$ cat src/rtl/mrc_pkg.sv
package mrc_pkg;
  localparam int MODE_W  = 4;
  localparam int NMODES  = 1 << MODE_W;
  localparam int NCAUSE  = 5;

  localparam logic [MODE_W-1:0] MODE_RESET = 4'h0;
  localparam logic [MODE_W-1:0] MODE_SAFE  = 4'h2;

  // flag positions, decoded by software
  localparam int F_SAFE_EVT = 0;
  localparam int F_NO_MODE  = 1;
  localparam int F_DISABLED = 2;
  localparam int F_BAD_MOVE = 3;
  localparam int F_BUSY     = 4;

  // legal move: target is not RESET and not low-power to low-power
  function automatic logic legal_move(logic [MODE_W-1:0] cur, logic [MODE_W-1:0] tgt);
    return (tgt != MODE_RESET) && !(cur[MODE_W-1] && tgt[MODE_W-1]);
  endfunction
endpackage

$ cat src/rtl/mrc_rst_sync.sv
module mrc_rst_sync #(
  parameter int STAGES = 2
) (
  input  logic clk,
  input  logic rst_n,
  output logic rst_sync_n
);
  logic [STAGES-1:0] chain_q;
  logic [STAGES-1:0] chain_d;

  always_comb chain_d = {chain_q[STAGES-2:0], 1'b1};

  always_ff @(posedge clk or negedge rst_n) begin
    if (!rst_n) chain_q <= '0;
    else        chain_q <= chain_d;
  end

  assign rst_sync_n = chain_q[STAGES-1];
endmodule

$ cat src/rtl/mrc_cause_eval.sv
module mrc_cause_eval
  import mrc_pkg::*;
#(
  parameter int MW = MODE_W,
  parameter int NM = 1 << MW
) (
  input  logic              req_valid,
  input  logic [MW-1:0]     req_mode,
  input  logic [MW-1:0]     cur_mode,
  input  logic              xfer_busy,
  input  logic [NM-1:0]     mode_en,
  input  logic [NM-1:0]     mode_exist,
  input  logic              safe_pend,
  output logic [NCAUSE-1:0] cause,
  output logic              accept
);
  logic tgt_exists;
  logic tgt_enabled;
  logic tgt_escape;

  always_comb begin
    tgt_exists  = mode_exist[req_mode];
    tgt_enabled = mode_en[req_mode];
    tgt_escape  = (req_mode == MODE_RESET) || (req_mode == MODE_SAFE);

    cause             = '0;
    cause[F_BUSY]     = req_valid && xfer_busy;
    cause[F_BAD_MOVE] = req_valid && !legal_move(cur_mode, req_mode);
    cause[F_DISABLED] = req_valid && tgt_exists && !tgt_enabled;
    cause[F_NO_MODE]  = req_valid && !tgt_exists;
    cause[F_SAFE_EVT] = req_valid && (cur_mode == MODE_SAFE) && safe_pend && !tgt_escape;

    accept = req_valid && (cause == '0);
  end
endmodule

$ cat src/rtl/mrc_status_reg.sv
module mrc_status_reg
  import mrc_pkg::*;
#(
  parameter int N = NCAUSE
) (
  input  logic         clk,
  input  logic         rst_n,
  input  logic [N-1:0] set_i,
  input  logic [N-1:0] clr_i,
  output logic [N-1:0] flags_o
);
  for (genvar i = 0; i < N; i++) begin : g_flag
    logic flag_q;
    logic flag_d;
    logic flag_en;

    // a hardware set overrides a software clear
    always_comb begin
      flag_en = set_i[i] || clr_i[i];
      flag_d  = set_i[i];
    end

    always_ff @(posedge clk or negedge rst_n) begin
      if (!rst_n)       flag_q <= 1'b0;
      else if (flag_en) flag_q <= flag_d;
    end

    assign flags_o[i] = flag_q;
  end
endmodule

$ cat src/rtl/mrc_bus_port.sv
module mrc_bus_port
  import mrc_pkg::*;
#(
  parameter int                DW   = 32,
  parameter int                AW   = 4,
  parameter logic [AW-1:0]     ADDR = 4'h5
) (
  input  logic              bus_sel,
  input  logic              bus_wr,
  input  logic              bus_super,
  input  logic [AW-1:0]     bus_addr,
  input  logic [DW-1:0]     bus_wdata,
  input  logic [NCAUSE-1:0] flags,
  output logic [NCAUSE-1:0] clr,
  output logic [DW-1:0]     bus_rdata
);
  localparam int PAD_W = DW - NCAUSE;

  logic hit;
  logic unused_wdata_hi;

  assign unused_wdata_hi = ^bus_wdata[DW-1:NCAUSE];

  always_comb begin
    hit       = bus_sel && bus_super && (bus_addr == ADDR);
    clr       = (hit && bus_wr) ? bus_wdata[NCAUSE-1:0] : '0;
    bus_rdata = (hit && !bus_wr) ? {{PAD_W{1'b0}}, flags} : '0;
  end
endmodule

$ cat src/rtl/mode_req_check.sv
module mode_req_check
  import mrc_pkg::*;
#(
  parameter int            DATA_W      = 32,
  parameter int            ADDR_W      = 4,
  parameter logic [3:0]    STATUS_ADDR = 4'h5
) (
  input  logic                clk,
  input  logic                rst_n,
  input  logic                req_valid,
  input  logic [MODE_W-1:0]   req_mode,
  input  logic [MODE_W-1:0]   cur_mode,
  input  logic                xfer_busy,
  input  logic [NMODES-1:0]   mode_en,
  input  logic [NMODES-1:0]   mode_exist,
  input  logic                safe_pend,
  input  logic [NCAUSE-1:0]   irq_mask,
  input  logic                bus_sel,
  input  logic                bus_wr,
  input  logic                bus_super,
  input  logic [ADDR_W-1:0]   bus_addr,
  input  logic [DATA_W-1:0]   bus_wdata,
  output logic [DATA_W-1:0]   bus_rdata,
  output logic                req_accept,
  output logic                irq
);
  logic              rst_sync_n;
  logic [NCAUSE-1:0] cause;
  logic [NCAUSE-1:0] clr;
  logic [NCAUSE-1:0] flags;

  mrc_rst_sync #(.STAGES(2)) u_rst (
    .clk        (clk),
    .rst_n      (rst_n),
    .rst_sync_n (rst_sync_n)
  );

  mrc_cause_eval #(.MW(MODE_W), .NM(NMODES)) u_eval (
    .req_valid  (req_valid),
    .req_mode   (req_mode),
    .cur_mode   (cur_mode),
    .xfer_busy  (xfer_busy),
    .mode_en    (mode_en),
    .mode_exist (mode_exist),
    .safe_pend  (safe_pend),
    .cause      (cause),
    .accept     (req_accept)
  );

  mrc_status_reg #(.N(NCAUSE)) u_flags (
    .clk     (clk),
    .rst_n   (rst_sync_n),
    .set_i   (cause),
    .clr_i   (clr),
    .flags_o (flags)
  );

  mrc_bus_port #(.DW(DATA_W), .AW(ADDR_W), .ADDR(STATUS_ADDR)) u_bus (
    .bus_sel   (bus_sel),
    .bus_wr    (bus_wr),
    .bus_super (bus_super),
    .bus_addr  (bus_addr),
    .bus_wdata (bus_wdata),
    .flags     (flags),
    .clr       (clr),
    .bus_rdata (bus_rdata)
  );

  assign irq = |(flags & irq_mask);
endmodule

$ cat config.mk
export PLATFORM = sky130hd
export DESIGN_NAME = mode_req_check
export DESIGN_NICKNAME = d
export VERILOG_FILES = /design/src/rtl/mrc_pkg.sv /design/src/rtl/mrc_rst_sync.sv /design/src/rtl/mrc_cause_eval.sv /design/src/rtl/mrc_status_reg.sv /design/src/rtl/mrc_bus_port.sv /design/src/rtl/mode_req_check.sv
export SDC_FILE = /design/constraint.sdc
export NUM_CORES = 1
export LEC_CHECK = 0
export BUFFER_PORTS_ARGS = -buffer_cell sky130_fd_sc_hd__buf_2
export CAP_MARGIN = 5
export CORE_AREA = 2 2 62 64
export CTS_BUF_LIST = sky130_fd_sc_hd__clkbuf_4 sky130_fd_sc_hd__clkbuf_8 sky130_fd_sc_hd__clkbuf_16
export CTS_CLUSTER_DIAMETER = 150
export CTS_CLUSTER_SIZE = 40
export DETAILED_ROUTE_END_ITERATION = 10
export DIE_AREA = 0 0 64 66
export HOLD_SLACK_MARGIN = 0.05
export MAX_ROUTING_LAYER = met4
export PLACE_DENSITY = 0.75
export SKIP_CTS_REPAIR_TIMING = 1
export SLEW_MARGIN = 30
export SYNTH_ARGS = -nofsm -noshare
export SYNTH_HDL_FRONTEND = slang
export SYNTH_HIERARCHICAL = 1
export SYNTH_SLANG_ARGS = --single-unit
$ cat constraint.sdc
create_clock -name clk -period 1.38 [get_ports clk]
set_input_delay 0.069 -clock clk [delete_from_list [all_inputs] [get_ports clk]]
set_output_delay 0.069 -clock clk [all_outputs]
set_load 0.005 [all_outputs]
==> results.json <==
{
  "finalWeightedCongestion": 0.747,
  "clkTransAtPathRegs_ns": 0.05,
  "core_um2": 3550,
  "drive_gt1_share_pct": 50.0,
  "hp-class": "reg -> async",
  "synthCells": 112,
  "grt.overflow.total": 0,
  "cp.required_ns": 1.31,
  "dpl-instance-area_um2": 1280,
  "seq_area_frac_synth_pct": 17.1,
  "h-tree-depth": 1,
  "synth_top_area_share_pct": 23.5,
  "syn_area_um2": 1020,
  "design_area_um2": 1360,
  "final_common_cell": "buf_2",
  "vias_per_cell": 4.20,
  "ys_ff_latch": 7,
  "final_cell_mix": "buf_2 (67), conb_1 (28), inv_1 (10)",
  "synth_edf_count": 0,
  "ir_worst_vdd_v": 0.000143,
  "io_buffers": 68,
  "multi_input_area_um2": 616,
  "p_leak_nw": 0.745,
  "setup_viol_count_final": 1,
  "cp.arrival_ns": 1.45,
  "dp_slack_ns": -0.277,
  "grt_pass1_wl_um": 3610,
  "die_area_um2": 4220,
  "via_count": 966,
  "boundaryPins": 123,
  "grt_setup_unrepaired": "yes",
  "netlist_top_cells_area": "buf_4 (24%), dfrtp_1 (17%), mux2i_1 (8.8%)",
  "cts_max_path_buffers": 2,
  "async_reset_ff_share_pct": 100,
  "clk_latency_ns": 0.24,
  "hold_viol": 0,
  "yosysWarnings": 6,
  "start_kind": "primary input",
  "initial_utilization_pct": 28.8,
  "hold_slack_ns": 0.0704,
  "finalNetCount": 272,
  "drt_iter0_drc": 20,
  "layout_setup_ws_ns": -0.144,
  "slew_viol_final": 0,
  "violations": "setup timing",
  "cts_tree": "yes",
  "n_antenna_cell": 0,
  "synth_ff_type": "dfrtp_1",
  "cts_buffers": 3,
  "worstSetupPathType": "in -> out",
  "chipWidth_um": 64,
  "yosysTopAreaCell": "buf_4",
  "detail-route-antenna-nets": 0,
  "finalCritPeriodShare_pct": 110,
  "fill_cells": 372,
  "drt_first_pass_iters": 4,
  "dp_hpwl_um": 2050,
  "grt_pass1_vias": 902,
  "crit_fanout": 8,
  "p_per_area_nw_per_um2": 520,
  "finClkSkew_ns": 0.000185,
  "routedWlPerCell_um": 9.73,
  "status": "complete, but fails checks",
  "yosysUniqueCellTypes": 28,
  "avgSynthCellArea_um2": 9.13,
  "grt_max_degree": 11,
  "syn2layout_area_growth_pct": 32.7,
  "max_freq_mhz": 656,
  "register_area_um2": 175,
  "cts_sinks": 7,
  "worstSetupEndpointType": "primary output",
  "root_buffer": "clkbuf_4",
  "antenna_found_initial": 0,
  "min_period_ns": 1.52,
  "grt_usage_pct": 11.0,
  "drc": 0,
  "dieHeight_um": 66,
  "rows": 22,
  "cap_violations": 0,
  "routed_wl_um": 2240
}
power breakdown:
part | total, W | internal (W) | switching [W]
clock network | 0.000195 | 0.000129 | 0.0000654
registers | 0.000230 | 0.000219 | 0.0000111
logic | 0.000280 | 0.000169 | 0.000111
total | 0.000705 | 0.000518 | 0.000188
through the flow:
step,power (W),utilization [%],cells,setup TNS [ns]
3_3_place_gp,0.000491,35.9,224,-0.587
2_1_floorplan,0.000451,-,138,-0.000218
4_1_cts,0.000696,36.8,228,-0.278
5_1_grt,0.000767,38.2,230,-0.210
6_report,0.000705,38.2,230,-0.144
3_5_place_dp,0.000496,35.9,224,-0.652
cells by family (layout without fill, tap and decap cells):
family	Yosys count	after routing	synth area share, %
buffers and inverters	47	91	31.6
other	2	28	0.735
AOI/OAI and AO/OA	9	9	7.10
and+or+nand+nor	31	31	18.1
muxes	16	16	25.3
DFF	7	7	17.1
cell usage after synthesis, types with 2 or more instances:
cell type   n
dfrtp_1     7
buf_4      32
nand2_1     9
nor4_1      5
conb_1      2
mux4_2      4
mux2i_1     9
inv_1      10
nor3_1      8
mux4_1      3
a21o_1      5
and2_1      2
worst max-delay path, stage by stage:
cell and delay (ns):
buf_12 0.11, buf_12 0.13, mux2i_1 0.12, mux4_2 0.47, o22a_1 0.23, and3b_1 0.20
buf_2 0.11
final cells by class:
type | instances | share of cell area, %
multi-input combinational | 84 | 45.4
sequential | 7 | 12.9
inverter | 10 | 2.77
tap | 48 | 4.43
clock buffer | 4 | 2.21
timing repair buffer | 77 | 32.3
path summary, 6_finish.rpt:
kind / startpoint / to / slack, ns / cells after the start
setup / recovery: req_mode[2] / req_accept / -0.14 / 7
hold / removal: u_rst/chain_q[1] / u_flags/g_flag[3].flag_q / 0.07 / 0
setup reg to reg: u_flags/g_flag[0].flag_q / u_flags/g_flag[0].flag_q / 0.59 / 2
hold reg to reg: u_rst/chain_q[1] / u_flags/g_flag[3].flag_q / 0.07 / 0
max in group asynchronous: rst_n / u_rst/chain_q[0] / 1.14 / 2
min in group clk: xfer_busy / u_flags/g_flag[4].flag_q / 0.16 / 3
routing by layer:
metal  track usage (%)  routed length, um
met1              12.3                862
met2              20.1               1130
met3              1.53                249
met4              4.08                  0
met5                 -                  0
registers in the layout, summed over array words and instances (netlist names):
signal,cells
u_rst/chain_q,2
u_flags/g_flag.flag_q,5
No activity file was read; power rests on OpenSTA's default activity.
